**src/rtl/kv_pkg.sv**
```systemverilog
package kv_pkg;
  typedef enum logic [1:0] {
    OP_IMPORT   = 2'd0,
    OP_EXPORT   = 2'd1,
    OP_GENERATE = 2'd2,
    OP_RSVD     = 2'd3
  } kv_op_e;

  typedef enum logic [2:0] {
    ST_IDLE,
    ST_RAND,
    ST_START,
    ST_WAIT,
    ST_RESP
  } kv_state_e;
endpackage

```
**src/rtl/kv_master_store.sv**
```systemverilog
module kv_master_store #(
  parameter int KEY_W  = 128,
  parameter int WORD_W = 32,
  localparam int WORDS = KEY_W / WORD_W,
  localparam int CNT_W = (WORDS > 1) ? $clog2(WORDS) : 1
) (
  input  logic              clk,
  input  logic              rst_n,
  input  logic              wr,
  input  logic              wr_sel,
  input  logic [WORD_W-1:0] wr_word,
  input  logic              rd_sel,
  output logic [KEY_W-1:0]  rd_key,
  output logic              all_loaded
);
  logic [KEY_W-1:0] key_q  [2];
  logic [1:0]       full_q;

  for (genvar k = 0; k < 2; k++) begin : g_mkey
    logic [CNT_W-1:0] cnt_q;
    logic             hit;
    assign hit = wr && (wr_sel == k[0]);

    always_ff @(posedge clk) begin
      if (!rst_n) begin
        key_q[k]  <= '0;
        cnt_q     <= '0;
        full_q[k] <= 1'b0;
      end else if (hit) begin
        key_q[k] <= {key_q[k][KEY_W-WORD_W-1:0], wr_word};
        if (cnt_q == CNT_W'(WORDS - 1)) begin
          cnt_q     <= '0;
          full_q[k] <= 1'b1;
        end else begin
          cnt_q <= cnt_q + 1'b1;
        end
      end
    end
  end

  assign rd_key     = rd_sel ? key_q[1] : key_q[0];
  assign all_loaded = &full_q;
endmodule

```
**src/rtl/kv_slot_bank.sv**
```systemverilog
module kv_slot_bank #(
  parameter int KEY_W     = 128,
  parameter int NUM_SLOTS = 4,
  localparam int SLOT_W   = (NUM_SLOTS > 1) ? $clog2(NUM_SLOTS) : 1
) (
  input  logic              clk,
  input  logic              rst_n,
  input  logic              we,
  input  logic [SLOT_W-1:0] waddr,
  input  logic [KEY_W-1:0]  wdata,
  input  logic [SLOT_W-1:0] raddr_a,
  output logic [KEY_W-1:0]  rdata_a,
  input  logic [SLOT_W-1:0] raddr_b,
  output logic [KEY_W-1:0]  rdata_b
);
  logic [KEY_W-1:0] slot_q [NUM_SLOTS];

  for (genvar s = 0; s < NUM_SLOTS; s++) begin : g_slot
    always_ff @(posedge clk) begin
      if (!rst_n)
        slot_q[s] <= '0;
      else if (we && (waddr == SLOT_W'(s)))
        slot_q[s] <= wdata;
    end
  end

  assign rdata_a = slot_q[raddr_a];
  assign rdata_b = slot_q[raddr_b];
endmodule

```
**src/rtl/kv_sequencer.sv**
```systemverilog
module kv_sequencer
  import kv_pkg::*;
#(
  parameter int KEY_W     = 128,
  parameter int NUM_SLOTS = 4,
  localparam int SLOT_W   = (NUM_SLOTS > 1) ? $clog2(NUM_SLOTS) : 1
) (
  input  logic              clk,
  input  logic              rst_n,
  input  logic              mk_valid,
  input  logic              cmd_valid,
  output logic              cmd_ready,
  input  logic [1:0]        cmd_op,
  input  logic [SLOT_W-1:0] cmd_slot,
  input  logic              cmd_mk_sel,
  input  logic [KEY_W-1:0]  cmd_data,
  output logic              cmd_err,
  input  logic [KEY_W-1:0]  slot_rdata,
  output logic              slot_we,
  output logic [SLOT_W-1:0] slot_waddr,
  output logic [KEY_W-1:0]  slot_wdata,
  input  logic              rnd_valid,
  output logic              rnd_ready,
  input  logic [KEY_W-1:0]  rnd_data,
  output logic              cph_start,
  output logic              cph_decrypt,
  output logic [KEY_W-1:0]  cph_din,
  input  logic [KEY_W-1:0]  cph_dout,
  input  logic              cph_done,
  output logic              in_flight,
  output logic              mk_sel,
  output logic              rsp_valid,
  input  logic              rsp_ready,
  output logic [KEY_W-1:0]  rsp_data,
  output logic              busy
);
  kv_state_e         state_q;
  kv_op_e            op_q;
  logic [SLOT_W-1:0] slot_q;
  logic              sel_q;
  logic [KEY_W-1:0]  din_q;
  logic [KEY_W-1:0]  rsp_q;
  logic              err_q;
  logic              reject;

  assign reject = !mk_valid || (kv_op_e'(cmd_op) == OP_RSVD);

  always_ff @(posedge clk) begin
    if (!rst_n) begin
      state_q <= ST_IDLE;
      op_q    <= OP_IMPORT;
      slot_q  <= '0;
      sel_q   <= 1'b0;
      din_q   <= '0;
      rsp_q   <= '0;
      err_q   <= 1'b0;
    end else begin
      err_q <= 1'b0;
      case (state_q)
        ST_IDLE: begin
          if (cmd_valid) begin
            if (reject) begin
              err_q <= 1'b1;
            end else begin
              op_q   <= kv_op_e'(cmd_op);
              slot_q <= cmd_slot;
              sel_q  <= cmd_mk_sel;
              case (kv_op_e'(cmd_op))
                OP_IMPORT: begin
                  din_q   <= cmd_data;
                  state_q <= ST_START;
                end
                OP_EXPORT: begin
                  din_q   <= slot_rdata;
                  state_q <= ST_START;
                end
                default: state_q <= ST_RAND;
              endcase
            end
          end
        end
        ST_RAND: begin
          if (rnd_valid) begin
            din_q   <= rnd_data;
            state_q <= ST_START;
          end
        end
        ST_START: state_q <= ST_WAIT;
        ST_WAIT: begin
          if (cph_done) begin
            rsp_q   <= (op_q == OP_EXPORT) ? cph_dout : '0;
            state_q <= ST_RESP;
          end
        end
        ST_RESP: begin
          if (rsp_ready) state_q <= ST_IDLE;
        end
        default: state_q <= ST_IDLE;
      endcase
    end
  end

  assign cmd_ready   = (state_q == ST_IDLE);
  assign cmd_err     = err_q;
  assign rnd_ready   = (state_q == ST_RAND);
  assign cph_start   = (state_q == ST_START);
  assign cph_decrypt = (op_q != OP_EXPORT);
  assign cph_din     = din_q;
  assign in_flight   = (state_q == ST_START) || (state_q == ST_WAIT);
  assign busy        = in_flight || (state_q == ST_RAND);
  assign mk_sel      = sel_q;
  assign rsp_valid   = (state_q == ST_RESP);
  assign rsp_data    = rsp_q;

  assign slot_we     = (state_q == ST_WAIT) && cph_done && (op_q != OP_EXPORT);
  assign slot_waddr  = slot_q;
  assign slot_wdata  = cph_dout;
endmodule

```
**src/rtl/keyvault_unit.sv**
```systemverilog
module keyvault_unit #(
  parameter int KEY_W     = 128,
  parameter int WORD_W    = 32,
  parameter int NUM_SLOTS = 4,
  localparam int SLOT_W   = (NUM_SLOTS > 1) ? $clog2(NUM_SLOTS) : 1
) (
  input  logic              clk,
  input  logic              rst_n,
  input  logic              mk_load,
  input  logic              mk_load_sel,
  input  logic [WORD_W-1:0] mk_load_word,
  output logic              mk_valid,
  input  logic              cmd_valid,
  output logic              cmd_ready,
  input  logic [1:0]        cmd_op,
  input  logic [SLOT_W-1:0] cmd_slot,
  input  logic              cmd_mk_sel,
  input  logic [KEY_W-1:0]  cmd_data,
  output logic              cmd_err,
  output logic              rsp_valid,
  input  logic              rsp_ready,
  output logic [KEY_W-1:0]  rsp_data,
  input  logic              rnd_valid,
  output logic              rnd_ready,
  input  logic [KEY_W-1:0]  rnd_data,
  output logic              cph_start,
  output logic              cph_decrypt,
  output logic [KEY_W-1:0]  cph_din,
  output logic [KEY_W-1:0]  cph_key,
  input  logic [KEY_W-1:0]  cph_dout,
  input  logic              cph_done,
  input  logic [SLOT_W-1:0] use_slot,
  output logic              busy
);
  logic              mk_sel;
  logic [KEY_W-1:0]  master_key;
  logic              slot_we;
  logic [SLOT_W-1:0] slot_waddr;
  logic [KEY_W-1:0]  slot_wdata;
  logic [KEY_W-1:0]  wrap_src;
  logic [KEY_W-1:0]  use_key;
  logic              in_flight;

  kv_master_store #(.KEY_W(KEY_W), .WORD_W(WORD_W)) u_master (
    .clk        (clk),
    .rst_n      (rst_n),
    .wr         (mk_load),
    .wr_sel     (mk_load_sel),
    .wr_word    (mk_load_word),
    .rd_sel     (mk_sel),
    .rd_key     (master_key),
    .all_loaded (mk_valid)
  );

  kv_slot_bank #(.KEY_W(KEY_W), .NUM_SLOTS(NUM_SLOTS)) u_bank (
    .clk     (clk),
    .rst_n   (rst_n),
    .we      (slot_we),
    .waddr   (slot_waddr),
    .wdata   (slot_wdata),
    .raddr_a (cmd_slot),
    .rdata_a (wrap_src),
    .raddr_b (use_slot),
    .rdata_b (use_key)
  );

  kv_sequencer #(.KEY_W(KEY_W), .NUM_SLOTS(NUM_SLOTS)) u_seq (
    .clk         (clk),
    .rst_n       (rst_n),
    .mk_valid    (mk_valid),
    .cmd_valid   (cmd_valid),
    .cmd_ready   (cmd_ready),
    .cmd_op      (cmd_op),
    .cmd_slot    (cmd_slot),
    .cmd_mk_sel  (cmd_mk_sel),
    .cmd_data    (cmd_data),
    .cmd_err     (cmd_err),
    .slot_rdata  (wrap_src),
    .slot_we     (slot_we),
    .slot_waddr  (slot_waddr),
    .slot_wdata  (slot_wdata),
    .rnd_valid   (rnd_valid),
    .rnd_ready   (rnd_ready),
    .rnd_data    (rnd_data),
    .cph_start   (cph_start),
    .cph_decrypt (cph_decrypt),
    .cph_din     (cph_din),
    .cph_dout    (cph_dout),
    .cph_done    (cph_done),
    .in_flight   (in_flight),
    .mk_sel      (mk_sel),
    .rsp_valid   (rsp_valid),
    .rsp_ready   (rsp_ready),
    .rsp_data    (rsp_data),
    .busy        (busy)
  );

  // The clear key leaves only toward the cipher: a master key while a
  // command runs, the chosen session slot otherwise.
  assign cph_key = in_flight ? master_key : use_key;
endmodule

```
**config.mk**
```make
export PLATFORM = sky130hd
export DESIGN_NAME = keyvault_unit
export DESIGN_NICKNAME = d
export VERILOG_FILES = /design/src/rtl/kv_pkg.sv /design/src/rtl/kv_master_store.sv /design/src/rtl/kv_slot_bank.sv /design/src/rtl/kv_sequencer.sv /design/src/rtl/keyvault_unit.sv
export SDC_FILE = /design/constraint.sdc
export NUM_CORES = 2
export LEC_CHECK = 0
export ABC_AREA = 0
export BUFFER_PORTS_ARGS = -buffer_cell sky130_fd_sc_hd__buf_4
export CAP_MARGIN = 40
export CELL_PAD_IN_SITES_DETAIL_PLACEMENT = 1
export CELL_PAD_IN_SITES_GLOBAL_PLACEMENT = 2
export CORE_ASPECT_RATIO = 1.5
export CORE_MARGIN = 4
export CORE_UTILIZATION = 38
export DETAILED_ROUTE_END_ITERATION = 6
export GPL_TIMING_DRIVEN = 0
export PLACE_DENSITY_LB_ADDON = 0.15
export SLEW_MARGIN = 20
export SYNTH_ARGS = -nofsm -noshare
export SYNTH_HDL_FRONTEND = slang
export SYNTH_SLANG_ARGS = --single-unit
```
**constraint.sdc**
```tcl
create_clock -name clk -period 16.2 [get_ports clk]
set_input_delay 1.62 -clock clk [delete_from_list [all_inputs] [get_ports clk]]
set_output_delay 1.62 -clock clk [all_outputs]
set_load 0.02 [all_outputs]
```
==> results.ini <==
[outcome]
status = finished, final reports clean

[timing]
hold_viol = 0
setup_viol = 0
rsz0062_at_grt = no
clock_skew_ps = 17.3
fmax_ghz = 0.161
max_slew_margin_pct = 36.9
slew_violations = 0
worst_pin_slew_ps = 947
timing.final.crit_share_pct = 38.3
tns_ps = 0
layout_min_cycle_time_ps = 6200

[synthesis]
ys.flop_type = edfxtp_1
synth_top_area_share_pct = 47.5
yosysWarnings = 0
syn_avg_cell_area_um2 = 12.0
syn_inst = 4030
yosysTopAreaCell = edfxtp_1
seq_area_frac_synth_pct = 58.7
yosysMostFrequentCell = and2_1
synth_fp_nets = 4463
yosys-top-cells-area = edfxtp_1, dfxtp_1, and2_1
synth_common_cells = and2_1, edfxtp_1, nand2_1
synth_edf_count = 768
synth_seq_cells = 1039
ys_types = 41
netlist_area_um2 = 48600
synthArstFlopShare_pct = 0

[drt]
drtAntennaViolNets = 0
routed_via_density = 5.41
drc = 0
avgRoutedWirePerCell_um = 30.5
drt_wl_total_um = 208000
initialDrtViolationCount = 2766
dr.pass1.iters = 6
num_vias = 37027

[power]
power.density_nw_per_um2 = 101
pwr-share-seq_pct = 47.8
sw_frac_of_total_pct = 25.5
p_leak_nw = 24.3
internal-power_mw = 4.66
peakVddDrop_v = 0.0000808
p_comb_share_pct = 11.8
power_switching_mw = 1.60
power_frac_clock_pct = 40.4

[floorplanning]
core_area_um2 = 127000
dieWidth_um = 300
io_pins = 823
rows = 160
start_util_pct = 38.3
die_h_um = 446
design.die.area_um2 = 134000

[run]
maxCapViolCount = 0

[setup_path]
r2r_slack_ps = 13180
cp-start-kind = flop
endpoint_kind = primary output
required_ps = 14580
crit_fanout = 10
critical_path_class = reg -> out
crit_arrival_ps = 4580

[clock_tree]
postCtsHoldBufs = 0
cts_tree = yes
clk_latency_ps = 720
htreeDepth = 3
cts_made_buffers = 105
clk_pin_slew_ps = 60
root_buffer = clkbuf_16
clkSinkCount = 1039
clockBufferDepth = 3
cts-resized-gates = 0
post_cts_buffers = 0

[grt]
overflow = 0
antenna_found_initial = 39
grt_max_degree = 84
track_usage_pct = 30.4
grt_pass1_vias = 39206
grt_pass1_wl_um = 288000

[placed_design]
io_buffer_count = 818
place_inst = 6617
gp_congestion = 0.845
hpwl_um = 163000

[cells_and_area]
stdcell_count = 6841
drive_above_1_share_pct = 25.8
fin_util_pct = 48.8
final_net_count = 5458
area_delta_synth_final_pct = 27.7

[min_path]
hold_path_class = reg -> reg

==> per-layer routing <==
metal,vias to the layer above,GRT usage (%),wire (um)
li1,16705,-,-
met1,18643,34.6,76600
met2,1366,54.3,106000
met3,299,6.41,14800
met4,14,14.6,11000
met5,-,0,88
==> power by group through the flow <==
| stage | combinational, mW | sequential, mW | clock (mW) |
|---|---|---|---|
| global placement | 0.694 | 3.09 | 0 |
| CTS | 0.743 | 2.99 | 2.57 |
| floorplan | 0.306 | 3.06 | 0 |
| detailed placement | 0.741 | 3.05 | 0 |
| finish | 0.736 | 2.99 | 2.53 |
| global route | 0.773 | 3.00 | 2.67 |
==> registers in the layout (all words and copies together) (netlist names) <==
signal                 count
u_master.g_mkey.cnt_q      4
u_seq.cmd_err              1
u_seq.op_q                 2
u_seq.rsp_data           128
u_master.key_q           256
u_master.full_q            2
u_seq.mk_sel               1
u_seq.cph_din            128
u_seq.slot_waddr           2
u_bank.slot_q            512
u_seq.state_q              3
==> stage by stage <==
| stage | setup WS, ps | power (mW) | hold WS [ps] | area (um2) |
|---|---|---|---|---|
| detailed placement | 10300 | 3.79 | 442 | 58400 |
| floorplan | 4330 | 3.37 | 438 | 48600 |
| CTS | 9930 | 6.30 | 455 | 61900 |
| finish | 10000 | 6.26 | 452 | 62000 |
| global placement | -5780 | 3.79 | 437 | 56800 |
| global route | 9900 | 6.45 | 463 | 62000 |
==> final timing paths <==
| kind | from | endpoint | cells past startpoint |
|---|---|---|---|
| setup reg to reg | u_master.full_q[1] | u_seq.cph_din[7] | 7 |
| hold / removal | u_seq.cph_din[95] | u_seq.cph_din[95] | 2 |
| setup / recovery | u_seq.state_q[2] | cph_key[13] | 8 |
| hold reg to reg | u_seq.cph_din[95] | u_seq.cph_din[95] | 2 |
==> cell families (layout without fill, tap and decap cells) <==
kind of cell	after synthesis	count (layout)	synth area share [%]
compound gates	657	657	8.48
flops	1039	1039	58.7
buf+inv	350	1438	3.00
other cells	0	22	0
fa+ha+maj	2	2	0.0515
mux	518	518	14.0
simple gates	1464	1464	15.8
==> cell usage in the layout (no fill, tap or decap), types with 18 or more instances in the layout <==
| cell | synthesis | routed |
|---|---|---|
| buf_2 | 86 | 87 |
| nand2_1 | 396 | 395 |
| nand3_1 | 132 | 132 |
| a21oi_1 | 131 | 131 |
| o21ai_0 | 133 | 129 |
| diode_2 | 0 | 22 |
| dfxtp_1 | 271 | 271 |
| clkbuf_8 | 0 | 18 |
| and2_1 | 770 | 770 |
| o22ai_1 | 128 | 128 |
| clkbuf_16 | 0 | 111 |
| mux4_2 | 128 | 128 |
| clkbuf_1 | 217 | 226 |
| clkinv_2 | 0 | 21 |
| o31ai_1 | 128 | 128 |
| buf_4 | 2 | 829 |
| buf_16 | 0 | 40 |
| edfxtp_1 | 768 | 768 |
| clkbuf_2 | 24 | 38 |
| mux2i_1 | 390 | 390 |
| nor2_1 | 145 | 145 |
| a211oi_1 | 128 | 128 |
==> critical path, stage by stage (launching register included) <==
cell,delay (ps)
dfxtp_1,400
buf_2,250
nand2b_1,620
buf_2,540
clkbuf_2,600
clkbuf_1,410
nand2_1,370
o21ai_0,390
buf_4,260
==> cell type report <==
| class | instances | area (um2) |
|---|---|---|
| Antenna cell | 22 | 55.1 |
| Inverter | 5 | 26.3 |
| Multi-Input combinational cell | 2641 | 18700 |
| Clock buffer | 152 | 3110 |
| Tap cell | 1701 | 2130 |
| Clock inverter | 48 | 450 |
| Timing Repair Buffer | 888 | 7610 |
| Buffer | 345 | 1460 |
| Fill cell | 13534 | 64900 |
| Sequential cell | 1039 | 28500 |
Power figures use the tool's default switching activity.
